--- config.mk ---
export PLATFORM = sky130hd
export DESIGN_NAME = pwm_gstop
export DESIGN_NICKNAME = d
export VERILOG_FILES = /design/src/rtl/pwm_gstop_pkg.sv /design/src/rtl/pwm_gstop_cfg.sv /design/src/rtl/pwm_gstop_cnt.sv /design/src/rtl/pwm_gstop_ctrl.sv /design/src/rtl/pwm_gstop.sv
export SDC_FILE = /design/constraint.sdc
export NUM_CORES = 1
export LEC_CHECK = 0
export BUFFER_PORTS_ARGS = -buffer_cell sky130_fd_sc_hd__buf_2
export CAP_MARGIN = 40
export CORE_MARGIN = 3
export CORE_UTILIZATION = 55
export DETAILED_ROUTE_END_ITERATION = 10
export HOLD_SLACK_MARGIN = 0.08
export PLACE_DENSITY = 0.74
export SLEW_MARGIN = 20
export SYNTH_ARGS = -nofsm -noshare
export SYNTH_HDL_FRONTEND = slang
export SYNTH_SLANG_ARGS = --single-unit
export TNS_END_PERCENT = 100
--- constraint.sdc ---
create_clock -name clk -period 4.2 [get_ports clk]
set_clock_uncertainty 0.05 [all_clocks]
set_input_delay 0.63 -clock clk [delete_from_list [all_inputs] [get_ports clk]]
set_output_delay 0.63 -clock clk [all_outputs]
set_load 0.1 [all_outputs]
--- src/rtl/pwm_gstop_pkg.sv ---
package pwm_gstop_pkg;
  typedef struct packed {
    logic cont;
    logic irq_en;
  } cfg_t;
endpackage

--- src/rtl/pwm_gstop_cfg.sv ---
module pwm_gstop_cfg
  import pwm_gstop_pkg::*;
(
  input  logic clk,
  input  logic rst,
  input  logic running,
  input  logic wr,
  input  cfg_t wdata,
  output cfg_t cfg
);
  cfg_t cfg_q;

  always_ff @(posedge clk) begin
    if (rst) begin
      cfg_q <= '0;
    end else if (wr && !running) begin
      cfg_q <= wdata;
    end
  end

  assign cfg = cfg_q;

  AST_CFG_LOCKED: assert property (@(posedge clk) disable iff (rst) running |=> $stable(cfg_q));
endmodule

--- src/rtl/pwm_gstop_cnt.sv ---
module pwm_gstop_cnt #(
  parameter int CNT_W = 32
) (
  input  logic             clk,
  input  logic             rst,
  input  logic             run,
  input  logic             load,
  input  logic [CNT_W-1:0] per,
  input  logic [CNT_W-1:0] wid,
  output logic             last,
  output logic             legal,
  output logic             pwm
);
  localparam logic [CNT_W-1:0] ONE = {{(CNT_W-1){1'b0}}, 1'b1};

  logic [CNT_W-1:0] act_per;
  logic [CNT_W-1:0] act_wid;
  logic [CNT_W-1:0] cnt;

  always_ff @(posedge clk) begin
    if (rst) begin
      act_per <= '0;
      act_wid <= '0;
      cnt     <= '0;
    end else if (load) begin
      act_per <= per;
      act_wid <= wid;
      cnt     <= '0;
    end else if (run && !last) begin
      cnt <= cnt + ONE;
    end
  end

  assign legal = (wid != '0) && (wid < per);
  assign last  = (cnt == act_per - ONE);
  assign pwm   = run && (cnt < act_wid);

  AST_CNT_IN_PERIOD: assert property (@(posedge clk) disable iff (rst) (run && !load) |-> (cnt < act_per));
endmodule

--- src/rtl/pwm_gstop_ctrl.sv ---
module pwm_gstop_ctrl (
  input  logic clk,
  input  logic rst,
  input  logic en_set,
  input  logic dis_set,
  input  logic irq_clr,
  input  logic err_clr,
  input  logic cont,
  input  logic irq_en,
  input  logic last,
  input  logic legal,
  output logic load,
  output logic running,
  output logic enabled,
  output logic irq,
  output logic err
);
  logic run_q, en_q, irq_q, err_q;
  logic en_nxt, start_ok, start_bad, end_cyc, go_on;

  always_comb begin
    en_nxt    = dis_set ? 1'b0 : (en_set ? 1'b1 : en_q);
    start_ok  = !run_q && en_set && !dis_set && legal;
    start_bad = !run_q && en_set && !dis_set && !legal;
    end_cyc   = run_q && last;
    go_on     = end_cyc && cont && en_nxt;
    load      = start_ok || (go_on && legal);
  end

  always_ff @(posedge clk) begin
    if (rst) begin
      run_q <= 1'b0;
      en_q  <= 1'b0;
      irq_q <= 1'b0;
      err_q <= 1'b0;
    end else begin
      if (!run_q) begin
        if (start_ok) begin
          run_q <= 1'b1;
          en_q  <= 1'b1;
        end
      end else if (end_cyc) begin
        if (go_on && legal) begin
          en_q <= 1'b1;
        end else begin
          run_q <= 1'b0;
          en_q  <= 1'b0;
        end
      end else begin
        en_q <= en_nxt;
      end

      if (start_bad || (go_on && !legal)) err_q <= 1'b1;
      else if (err_clr)                   err_q <= 1'b0;

      if (end_cyc && irq_en) irq_q <= 1'b1;
      else if (irq_clr)      irq_q <= 1'b0;
    end
  end

  assign running = run_q;
  assign enabled = en_q;
  assign irq     = irq_q;
  assign err     = err_q;

  AST_STOP_AT_PERIOD_END: assert property (@(posedge clk) disable iff (rst) $fell(run_q) |-> $past(last));
  AST_DISABLE_DROPS_EN: assert property (@(posedge clk) disable iff (rst) (run_q && dis_set) |=> !en_q);
  AST_ONESHOT_HALTS: assert property (@(posedge clk) disable iff (rst) (run_q && last && !cont) |=> (!run_q && !en_q));
  AST_IRQ_WITH_STOP: assert property (@(posedge clk) disable iff (rst) ($fell(run_q) && $past(irq_en)) |-> irq_q);
endmodule

--- src/rtl/pwm_gstop.sv ---
module pwm_gstop
  import pwm_gstop_pkg::*;
#(
  parameter int CNT_W = 32
) (
  input  logic             clk,
  input  logic             rst,
  input  logic             en_set_i,
  input  logic             dis_set_i,
  input  logic             cfg_wr_i,
  input  logic             cfg_cont_i,
  input  logic             cfg_irq_en_i,
  input  logic             per_wr_i,
  input  logic [CNT_W-1:0] per_i,
  input  logic             wid_wr_i,
  input  logic [CNT_W-1:0] wid_i,
  input  logic             irq_clr_i,
  input  logic             err_clr_i,
  output logic             pwm_o,
  output logic             enabled_o,
  output logic             running_o,
  output logic             irq_o,
  output logic             err_o,
  output logic             cfg_cont_o,
  output logic             cfg_irq_en_o
);
  logic [CNT_W-1:0] per_q, wid_q;
  cfg_t cfg, cfg_wdata;
  logic last, legal, load, running, pwm;

  always_ff @(posedge clk) begin
    if (rst) begin
      per_q <= '0;
      wid_q <= '0;
    end else begin
      if (per_wr_i) per_q <= per_i;
      if (wid_wr_i) wid_q <= wid_i;
    end
  end

  assign cfg_wdata = '{cont: cfg_cont_i, irq_en: cfg_irq_en_i};

  pwm_gstop_cfg u_cfg (
    .clk     (clk),
    .rst     (rst),
    .running (running),
    .wr      (cfg_wr_i),
    .wdata   (cfg_wdata),
    .cfg     (cfg)
  );

  pwm_gstop_cnt #(.CNT_W(CNT_W)) u_cnt (
    .clk   (clk),
    .rst   (rst),
    .run   (running),
    .load  (load),
    .per   (per_q),
    .wid   (wid_q),
    .last  (last),
    .legal (legal),
    .pwm   (pwm)
  );

  pwm_gstop_ctrl u_ctrl (
    .clk     (clk),
    .rst     (rst),
    .en_set  (en_set_i),
    .dis_set (dis_set_i),
    .irq_clr (irq_clr_i),
    .err_clr (err_clr_i),
    .cont    (cfg.cont),
    .irq_en  (cfg.irq_en),
    .last    (last),
    .legal   (legal),
    .load    (load),
    .running (running),
    .enabled (enabled_o),
    .irq     (irq_o),
    .err     (err_o)
  );

  assign running_o    = running;
  assign pwm_o        = pwm;
  assign cfg_cont_o   = cfg.cont;
  assign cfg_irq_en_o = cfg.irq_en;

  AST_IDLE_OUTPUT_LOW: assert property (@(posedge clk) disable iff (rst) !running |-> !pwm);
endmodule

==> summary.md, run 1 <==
| Metric | Value |
|---|---|
| Synthesis Warnings | `0` |
| Asr flop ratio synth | `0%` |
| Slew margin rel. | `53.7%` |
| Pre-CTS setup slack | `0.169 ns` |
| Max clock buf depth | `2` |
| Hold_buf cts | `0` |
| Worst-case vdd ir drop | `0.311 mV` |
| Register area share after synthesis | `35.4%` |
| Pwr Density | `375 nW/um^2` |
| Row count | `47` |
| Tot GR Track Use | `26.1%` |
| Dpl cells | `1325` |
| Placed cell area | `9990 sq um` |
| Post-DRT Antenna Nets | `0` |
| WS Path Type | `reg2reg` |
| Post-Syn Area | `9380 sq um` |
| Clk sinks | `166` |
| Max cap viols | `0` |
| Yosys top cell area share | `35.4%` |
| Post-synth EDFFs | `0` |
| Final WL | `24100 um` |
| Fin area | `10700 sq um` |
| Initial antenna violation count | `0` |
| Synthesized flop and latch total | `166` |
| Vias in the first global route | `7463` |
| First-pass iteration count of the detailed router | `6` |
| Worst min path class | `in2reg` |
| Vias | `8236` |
| Leak | `4.26 nW` |
| Num ports | `82` |
| Worst Path Required | `4.51 ns` |
| Synth Flop Type | `dfxtp_1` |
| First-pass GRT wire length | `38800 um` |
| Drt initial violations | `629` |
| CP startpoint kind | `flip-flop` |
| CTS buffer count | `17` |
| Final setup viols | `0` |
| Crit path arrival time | `4.33 ns` |
| Vert. Die Dim | `137 um` |
| Period utilisation layout | `95.7%` |
| Status | `complete, no violations` |
| Peak Freq | `249 MHz` |
| Initial Util | `56.3%` |
| PortBufs | `81` |
| DR WL/cell | `17.8 um` |
| CTS root buffer | `clkbuf_16` |
| Overall power | `4.00 mW` |
| GRT overflow | `0` |
| CTS clock-pin slew for the worst setup and hold paths | `0.07 ns` |
| Top area cells in the synthesized netlist | `dfxtp_1 35%, mux2i_1 11%, ha_1 8.5%` |
| Remaining DRCs | `0` |
| Post-synth cell types | `61` |
| H-tree level count | `4` |
| Gpl congestion | `0.956` |
| Vias per Instance | `6.07` |
| Syn Area/Cell | `8.71 sq um` |
| Slew Viols, Final | `0` |
| Mapped Cells | `1076` |
| Critical Path Sink Type | `flip-flop` |
| Finished Layout Cells | `1357` |
| Post-DP HPWL | `17100 um` |
| Maximum number of pins on one net before global-route repair | `74` |
| CTS tree | `yes` |
| Net Count, Synth | `1215` |
| Nets | `1266` |
| Cell taking the most area after synthesis | `dfxtp_1` |
| Ant. Diodes | `0` |
| Final hold vios | `0` |
| Fraction of layout cells with a size suffix above 1 | `13.1%` |
| Area growth syn-to-layout | `13.7%` |
| Crit-path max FO | `14` |
| Tmin final | `4.02 ns` |
| Actual slew at the worst max-slew pin | `0.693 ns` |
| Full die area | `18600 sq um` |
| Die W | `137 um` |
| Worst skew pair latency | `0.44 ns` |
| PnR worst setup slack | `0.182 ns` |
| Core Area | `16600 sq um` |
## metrics by stage
stage / hold WS (ns) / utilization, % / TNS, ns
floorplan: 0.385 / - / 0
global placement: 0.404 / 59.6 / 0
detailed placement: 0.405 / 60.0 / 0
CTS: 0.370 / 63.7 / 0
global route: 0.377 / 64.1 / -0.00349
finish: 0.373 / 64.1 / 0
## report_power, final
part           switching, mW  internal, mW  total, mW  leakage (nW)
clock                  0.655         0.989       1.64         0.289
combinational          0.382         0.275      0.657          2.62
sequential            0.0621          1.63       1.69          1.35
total                   1.10          2.90       4.00          4.26
## path summary, 6_finish.rpt
kind | startpoint | end | slack [ns] | cells past startpoint
max | u_cnt.act_per[0] | u_cnt.act_per[11] | 0.18 | 13
min | wid_i[2] | wid_q[2] | 0.37 | 3
max reg2reg | u_cnt.act_per[0] | u_cnt.act_per[11] | 0.18 | 13
min reg2reg | u_cnt.act_wid[0] | u_cnt.act_wid[0] | 0.42 | 2
## Yosys cell counts, drive strengths merged, types with 3 or more instances
| cell | number |
|---|---|
| dfxtp | 166 |
| mux2i | 102 |
| nor2 | 94 |
| nand2 | 80 |
| inv | 74 |
| ha | 64 |
| o31ai | 55 |
| clkbuf | 46 |
| a21oi | 45 |
| o2111ai | 37 |
| xnor2 | 29 |
| buf | 27 |
| nand3 | 24 |
| nand4 | 24 |
| or4 | 24 |
| o21ai | 21 |
| nor4 | 20 |
| nor3 | 18 |
| a21o | 17 |
| xor2 | 16 |
| or3 | 15 |
| a211oi | 7 |
| nor2b | 7 |
| o211ai | 6 |
| o21a | 6 |
| nand2b | 4 |
| nand3b | 4 |
| or2 | 4 |
| a2111oi | 3 |
| and2 | 3 |
| and3 | 3 |
| and4 | 3 |
| nor4b | 3 |
| or4b | 3 |
## layout make-up
| class | instances | area, sq um |
|---|---|---|
| Timing Repair Buffer | 105 | 717 |
| Sequential cell | 166 | 3320 |
| Clock inverter | 11 | 175 |
| Inverter | 74 | 278 |
| Clock buffer | 18 | 429 |
| Tap cell | 220 | 275 |
| Multi-Input combinational cell | 763 | 5460 |
| Fill cell | 1383 | 5980 |
## critical path, cell delays in order, from the launching register on
cell and delay (ns):
dfxtp_1 0.34, inv_1 0.09, ha_1 0.19, or4b_2 0.67, or4_1 0.53, or4b_2 0.67, nand4_1 0.11, mux2_2 0.15
nand3_1 0.08, buf_4 0.19, nor3_4 0.19, o21a_2 0.27, clkbuf_16 0.23, mux2i_1 0.20
## logic make-up (layout without fill, tap and decap cells)
family / Yosys count / count (layout) / synth area share, %
XOR/XNOR: 45 / 45 / 4.20
buffers and inverters: 147 / 208 / 6.38
flip-flops: 166 / 166 / 35.4
adder cells (fa/ha/maj): 64 / 64 / 8.54
multiplexers: 103 / 103 / 11.0
AO/OA/AOI/OAI: 215 / 215 / 16.1
AND/OR/NAND/NOR: 336 / 336 / 18.3
## sequential cells by signal, indices dropped and copies added (netlist names)
signal / count
per_q: 32
u_cnt.act_per: 32
u_cnt.act_wid: 32
u_cnt.cnt: 32
wid_q: 32
u_cfg.cfg: 2
u_ctrl.enabled: 1
u_ctrl.err: 1
u_ctrl.irq: 1
u_ctrl.running: 1
## what timing repair did
action | 4_1_cts | 5_1_grt
setup endpoints to repair | 0 | 87
setup buffers | 0 | 1
resized for setup | 0 | 2
## layer usage
metal / vias up / global-route usage [%] / part of all wire [%]
met1: 3870 / 38.5 / 47
met4: 0 / 8.90 / 2.4
li1: 4023 / - / -
met5: - / 0 / 0
met2: 304 / 38.4 / 44
met3: 39 / 4.34 / 6.3
## cell usage in the layout, fill, tap and decap left out, types with 15 or more instances in the layout
master     synthesis  final
ha_1              64     64
o21ai_0           20     20
dfxtp_1          166    166
clkbuf_16          0     19
xor2_1            16     16
inv_1             73     73
buf_4              2     16
nand4_1           24     24
nand2_1           80     80
nor4_1            20     20
o31ai_1           55     55
mux2i_1          102    102
or4_1             24     24
buf_2             12     80
nor3_1            16     16
nor2_1            93     93
a21o_1            17     17
xnor2_1           29     29
o2111ai_1         37     37
nand3_1           24     24
or3_1             15     15
a21oi_1           45     45
Power figures use the tool's default switching activity.
==> run 2: changes to the inputs <==
--- a/config.mk
+++ b/config.mk
@@ -7,11 +7,13 @@
 export LEC_CHECK = 0
 export BUFFER_PORTS_ARGS = -buffer_cell sky130_fd_sc_hd__buf_2
 export CAP_MARGIN = 40
+export CELL_PAD_IN_SITES_DETAIL_PLACEMENT = 1
+export CELL_PAD_IN_SITES_GLOBAL_PLACEMENT = 1
 export CORE_MARGIN = 3
-export CORE_UTILIZATION = 55
+export CORE_UTILIZATION = 50
 export DETAILED_ROUTE_END_ITERATION = 10
 export HOLD_SLACK_MARGIN = 0.08
-export PLACE_DENSITY = 0.74
+export PLACE_DENSITY_LB_ADDON = 0.1
 export SLEW_MARGIN = 20
 export SYNTH_ARGS = -nofsm -noshare
 export SYNTH_HDL_FRONTEND = slang
==> constraint.sdc (replaced) <==
create_clock -name clk -period 5 [get_ports clk]
set_clock_uncertainty 0.05 [all_clocks]
set_input_delay 0.75 -clock clk [delete_from_list [all_inputs] [get_ports clk]]
set_output_delay 0.75 -clock clk [all_outputs]
set_load 0.1 [all_outputs]
==> summary.md, run 2 (same netlist as run 1, synthesis figures left out) <==
| Metric | Value |
|---|---|
| Status | `complete, no violations` |
| Crit path max-delay cell type | `or4b_2` |
| Worst Path Required | `5.31 ns` |
| Fin area | `10500 sq um` |
| Fraction of layout cells with a size suffix above 1 | `12.6%` |
| WS Path Type | `reg2reg` |
| Drt initial violations | `620` |
| Crit-path max FO | `51` |
| First-pass GRT wire length | `47200 um` |
| Final setup viols | `0` |
| Vias in the first global route | `8802` |
| Post-DRT Antenna Nets | `0` |
| Clk sinks | `166` |
| Vias | `8533` |
| Slowest stage delay, CP | `0.69 ns` |
| Peak Freq | `224 MHz` |
| Leak | `4.20 nW` |
| Slew Viols, Final | `0` |
| Commonest non-fill, non-tap cell in the layout | `dfxtp_1` |
| Pwr Density | `320 nW/um^2` |
| Hold Slack | `0.427 ns` |
| CTS root buffer | `clkbuf_16` |
| Vias per Instance | `6.28` |
| Tot GR Track Use | `29.1%` |
| Worst-case vdd ir drop | `0.240 mV` |
| Overall power | `3.37 mW` |
| Most frequent cells in the layout | `166 x dfxtp_1, 102 x mux2i_1, 93 x nor2_1` |
| Setup tns final | `0 ns` |
| Num ports | `82` |
| Post-Route Utilization | `57.9%` |
| Maximum number of pins on one net before global-route repair | `63` |
| PostCTS Resize Cnt | `0` |
| CTS buffer count | `17` |
| Hold_buf cts | `0` |
| Finished Layout Cells | `1358` |
| Crit path arrival time | `4.77 ns` |
| DR WL/cell | `21.4 um` |
| Actual slew at the worst max-slew pin | `0.771 ns` |
| RSZ-0062 raised after global routing | `no` |
| Area growth syn-to-layout | `12.5%` |
| Ant. Diodes | `0` |
| Vert. Die Dim | `143 um` |
| Slew margin rel. | `48.5%` |
| Post-DP HPWL | `20600 um` |
| Worst skew pair latency | `0.44 ns` |
| Tmin final | `4.46 ns` |
| Period utilisation layout | `89.2%` |
| Post-CTS Setup Inserts | `0` |
| Most frequent CP cell | `or4b_2` |
| Dpl cells | `1326` |
| H-tree level count | `4` |
| PortBufs | `81` |
| Final WL | `29100 um` |
| PnR worst setup slack | `0.540 ns` |
| Core Area | `18200 sq um` |
| Critical Path Sink Type | `flip-flop` |
| Full die area | `20400 sq um` |
| Placed cell area | `9930 sq um` |
| Die W | `143 um` |
| Initial antenna violation count | `0` |
| Max clock buf depth | `2` |
| CTS tree | `yes` |
| First-pass iteration count of the detailed router | `6` |
| Final hold vios | `0` |
| GRT overflow | `0` |
| Max cap viols | `0` |
| Cells along the critical path | `inv_1, ha_1, or4b_2, or4_1, or4b_2, nand4_1, mux2_2, nand3_1, nor3_4, o21a_2, buf_12, mux2i_1` |
| Worst min path class | `reg2reg` |
| CTS clock-pin slew for the worst setup and hold paths | `0.07 ns` |
| Nets | `1255` |
| Row count | `49` |
| Remaining DRCs | `0` |
| Initial Util | `51.5%` |
| CP startpoint kind | `flip-flop` |
| Gpl congestion | `0.922` |
| Pre-CTS setup slack | `0.642 ns` |
## run 2: cell types whose count changed in the layout (fill, tap and decap cells not counted), moves of 2 or more
cell,change
buf_4,-6
buf_12,-3
inv_8,+3
bufinv_16,-2
clkbuf_16,-2
clkinv_8,+2
inv_6,+2
## run 2: worst max-delay path: cells and delay by family (launching register included)
kind,cells,cell delay (ns)
AND/OR/NAND/NOR,6,2.58
buffers and inverters,2,0.44
multiplexers,2,0.40
flip-flops,1,0.34
AO/OA/AOI/OAI,1,0.32
adder cells (fa/ha/maj),1,0.22
## run 2: where the power goes
| group | switching [mW] | total, mW | internal (mW) |
|---|---|---|---|
| combinational | 0.334 | 0.551 | 0.217 |
| clock | 0.628 | 1.39 | 0.760 |
| sequential | 0.0628 | 1.43 | 1.37 |
## run 2: layout make-up
cell class,count,area [sq um]
Clock buffer,17,425
Clock inverter,15,190
Fill cell,2126,7670
Inverter,74,278
Multi-Input combinational cell,763,5460
Sequential cell,166,3320
Tap cell,229,287
Timing Repair Buffer,94,578
## run 2: worst paths after layout
kind | from | to | slack [ns] | depth (start not counted)
min reg2reg | u_cnt.act_wid[0] | u_cnt.act_wid[0] | 0.43 | 2
max | u_cnt.act_per[0] | u_cnt.act_per[30] | 0.54 | 12
min | u_cnt.act_wid[0] | u_cnt.act_wid[0] | 0.43 | 2
max reg2reg | u_cnt.act_per[0] | u_cnt.act_per[30] | 0.54 | 12
## run 2: metal layers
metal / up-vias / part of all wire [%] / GRT usage, %
met2: 258 / 47 / 47.3
met4: 0 / 2.0 / 8.35
met5: - / 0 / 0
li1: 4014 / - / -
met1: 4212 / 46 / 39.7
met3: 49 / 5.5 / 5.29
==> run 3: changes to the inputs <==
--- a/config.mk
+++ b/config.mk
@@ -5,15 +5,17 @@
 export SDC_FILE = /design/constraint.sdc
 export NUM_CORES = 1
 export LEC_CHECK = 0
+export ABC_CLOCK_PERIOD_IN_PS = 4000
 export BUFFER_PORTS_ARGS = -buffer_cell sky130_fd_sc_hd__buf_2
 export CAP_MARGIN = 40
 export CELL_PAD_IN_SITES_DETAIL_PLACEMENT = 1
 export CELL_PAD_IN_SITES_GLOBAL_PLACEMENT = 1
 export CORE_MARGIN = 3
-export CORE_UTILIZATION = 50
+export CORE_UTILIZATION = 42
 export DETAILED_ROUTE_END_ITERATION = 10
 export HOLD_SLACK_MARGIN = 0.08
 export PLACE_DENSITY_LB_ADDON = 0.1
+export REMOVE_ABC_BUFFERS = 1
 export SLEW_MARGIN = 20
 export SYNTH_ARGS = -nofsm -noshare
 export SYNTH_HDL_FRONTEND = slang
==> constraint.sdc (replaced) <==
create_clock -name clk -period 4 [get_ports clk]
set_clock_uncertainty 0.05 [all_clocks]
set_input_delay 0.6 -clock clk [delete_from_list [all_inputs] [get_ports clk]]
set_output_delay 0.6 -clock clk [all_outputs]
set_load 0.1 [all_outputs]
==> summary.md, run 3 (same netlist as run 1, synthesis figures left out) <==
| Metric | Value |
|---|---|
| Worst min path class | `in2reg` |
| CTS tree | `yes` |
| Crit path arrival time | `4.04 ns` |
| Pwr Density | `384 nW/um^2` |
| Post-DRT Antenna Nets | `0` |
| Global route hottest layer | `met2` |
| WS Path Type | `reg2reg` |
| DR WL/cell | `19.8 um` |
| Initial Util | `42.8%` |
| Worst skew pair latency | `0.43 ns` |
| Vias per Instance | `5.82` |
| Post-DP HPWL | `19900 um` |
| CP startpoint kind | `flip-flop` |
| Drt initial violations | `384` |
| Vert. Die Dim | `155 um` |
| Final hold vios | `0` |
| Remaining DRCs | `0` |
| Gpl congestion | `0.811` |
| Area growth syn-to-layout | `17.5%` |
| GRT overflow | `0` |
| Row count | `54` |
| Crit-path max FO | `15` |
| Worst Path Required | `4.24 ns` |
| Fraction of layout cells with a size suffix above 1 | `15.5%` |
| Crit path max-delay cell type | `or4_1` |
| First-pass iteration count of the detailed router | `6` |
| Peak Freq | `263 MHz` |
| Met1 Track Usage GR | `33.2%` |
| Critical Path Sink Type | `flip-flop` |
| CTS buffer count | `17` |
| Maximum number of pins on one net before global-route repair | `66` |
| Post-Route Utilization | `50.3%` |
| CTS clock-pin slew for the worst setup and hold paths | `0.07 ns` |
| Worst-case vdd ir drop | `0.245 mV` |
| # fillers | `2599` |
| Tmin final | `3.80 ns` |
| Most frequent cells in the layout | `166 x dfxtp_1, 102 x mux2i_1, 93 x nor2_1` |
| H-tree level count | `4` |
| Hold Slack | `0.350 ns` |
| Top cell family by delay on the critical path | `simple AND/OR/NAND/NOR gates` |
| Actual slew at the worst max-slew pin | `0.774 ns` |
| Met3 Track Usage GR | `3.03%` |
| RSZ-0062 raised after global routing | `no` |
| Cells along the critical path | `or4_1, or3_1, buf_4, nor4_1, xnor2_1, nand2_1, a2111o_1, nor3_4, o21a_4, buf_12, clkbuf_16, o31ai_1` |
| First-pass GRT wire length | `45400 um` |
| Die W | `155 um` |
| Final setup viols | `0` |
| Commonest non-fill, non-tap cell in the layout | `dfxtp_1` |
| Vias in the first global route | `8373` |
| Slew margin rel. | `48.4%` |
| Full die area | `24200 sq um` |
| Initial antenna violation count | `0` |
| Num ports | `82` |
| Ant. Diodes | `0` |
| Slowest stage delay, CP | `0.65 ns` |
| Vias | `8413` |
| Max clock buf depth | `2` |
| Period utilisation layout | `95.0%` |
| WP buf/inv | `3` |
| Slew Viols, Final | `0` |
| Met2 Use GR | `36.9%` |
| Max cap viols | `0` |
| Leak | `4.40 nW` |
| Final WL | `28600 um` |
| Status | `complete, no violations` |
| Tot GR Track Use | `23.1%` |
| Nets | `1291` |
| PortBufs | `81` |
| Core Area | `21900 sq um` |
| Clk sinks | `166` |
| CTS root buffer | `clkbuf_16` |
| Hold_buf cts | `0` |
-- run 3: final cells by class --
class / count / area [sq um] / share of cell area [%]
Multi-Input combinational cell: 763 / 5500 / 50.0
Sequential cell: 166 / 3320 / 30.2
Timing Repair Buffer: 130 / 972 / 8.83
Clock buffer: 21 / 460 / 4.18
Tap cell: 280 / 350 / 3.18
Inverter: 74 / 278 / 2.52
Clock inverter: 11 / 124 / 1.12
-- run 3: path summary, 6_finish.rpt --
check,start,end,slack (ns),depth (start not counted)
max reg2reg,u_cnt.act_per[9],u_cnt.act_wid[27],0.20,12
min reg2reg,per_q[13],u_cnt.act_per[13],0.42,2
max,u_cnt.act_per[9],u_cnt.act_wid[27],0.20,12
min,wid_i[17],wid_q[17],0.35,3
-- run 3: layer usage --
layer | vias up | routed length, um
met5 | - | 0
met4 | 0 | 325
met3 | 28 | 745
met2 | 130 | 13300
met1 | 4181 | 14200
li1 | 4074 | -
-- run 3: report_power, final --
| group | switching [mW] | leakage, nW | internal [mW] | total (mW) |
|---|---|---|---|---|
| Clock | 0.722 | 0.280 | 0.956 | 1.68 |
| Sequential | 0.0612 | 1.35 | 1.71 | 1.77 |
| Combinational | 0.453 | 2.77 | 0.325 | 0.779 |
| Total | 1.24 | 4.40 | 2.99 | 4.23 |
-- run 3: tightest hold or removal path, delay by kind of cell --
kind / cells / cell delay (ns)
simple gates: 1 / 0.07
buf+inv: 1 / 0.08
mux: 1 / 0.05
-- run 3: stage by stage --
step / setup TNS (ns) / setup WS (ns) / instance area, sq um / instances / total power, mW
finish: 0 / 0.200 / 11000 / 1445 / 4.23
global route: 0 / 0.0473 / 11000 / 1445 / 4.42
CTS: 0 / 0.0565 / 10800 / 1435 / 4.21
detailed placement: 0 / 0.0924 / 10200 / 1403 / 2.54
global placement: 0 / 0.158 / 10100 / 1400 / 2.51
floorplan: -413.17 / -4.53 / 9050 / 1003 / 2.24
-- run 3: timing repair --
| action | 4_1_cts | 5_1_grt |
|---|---|---|
| resized for setup | 0 | 10 |
| setup buffers | 0 | 4 |
| endpoints found under the setup margin | 0 | 100 |
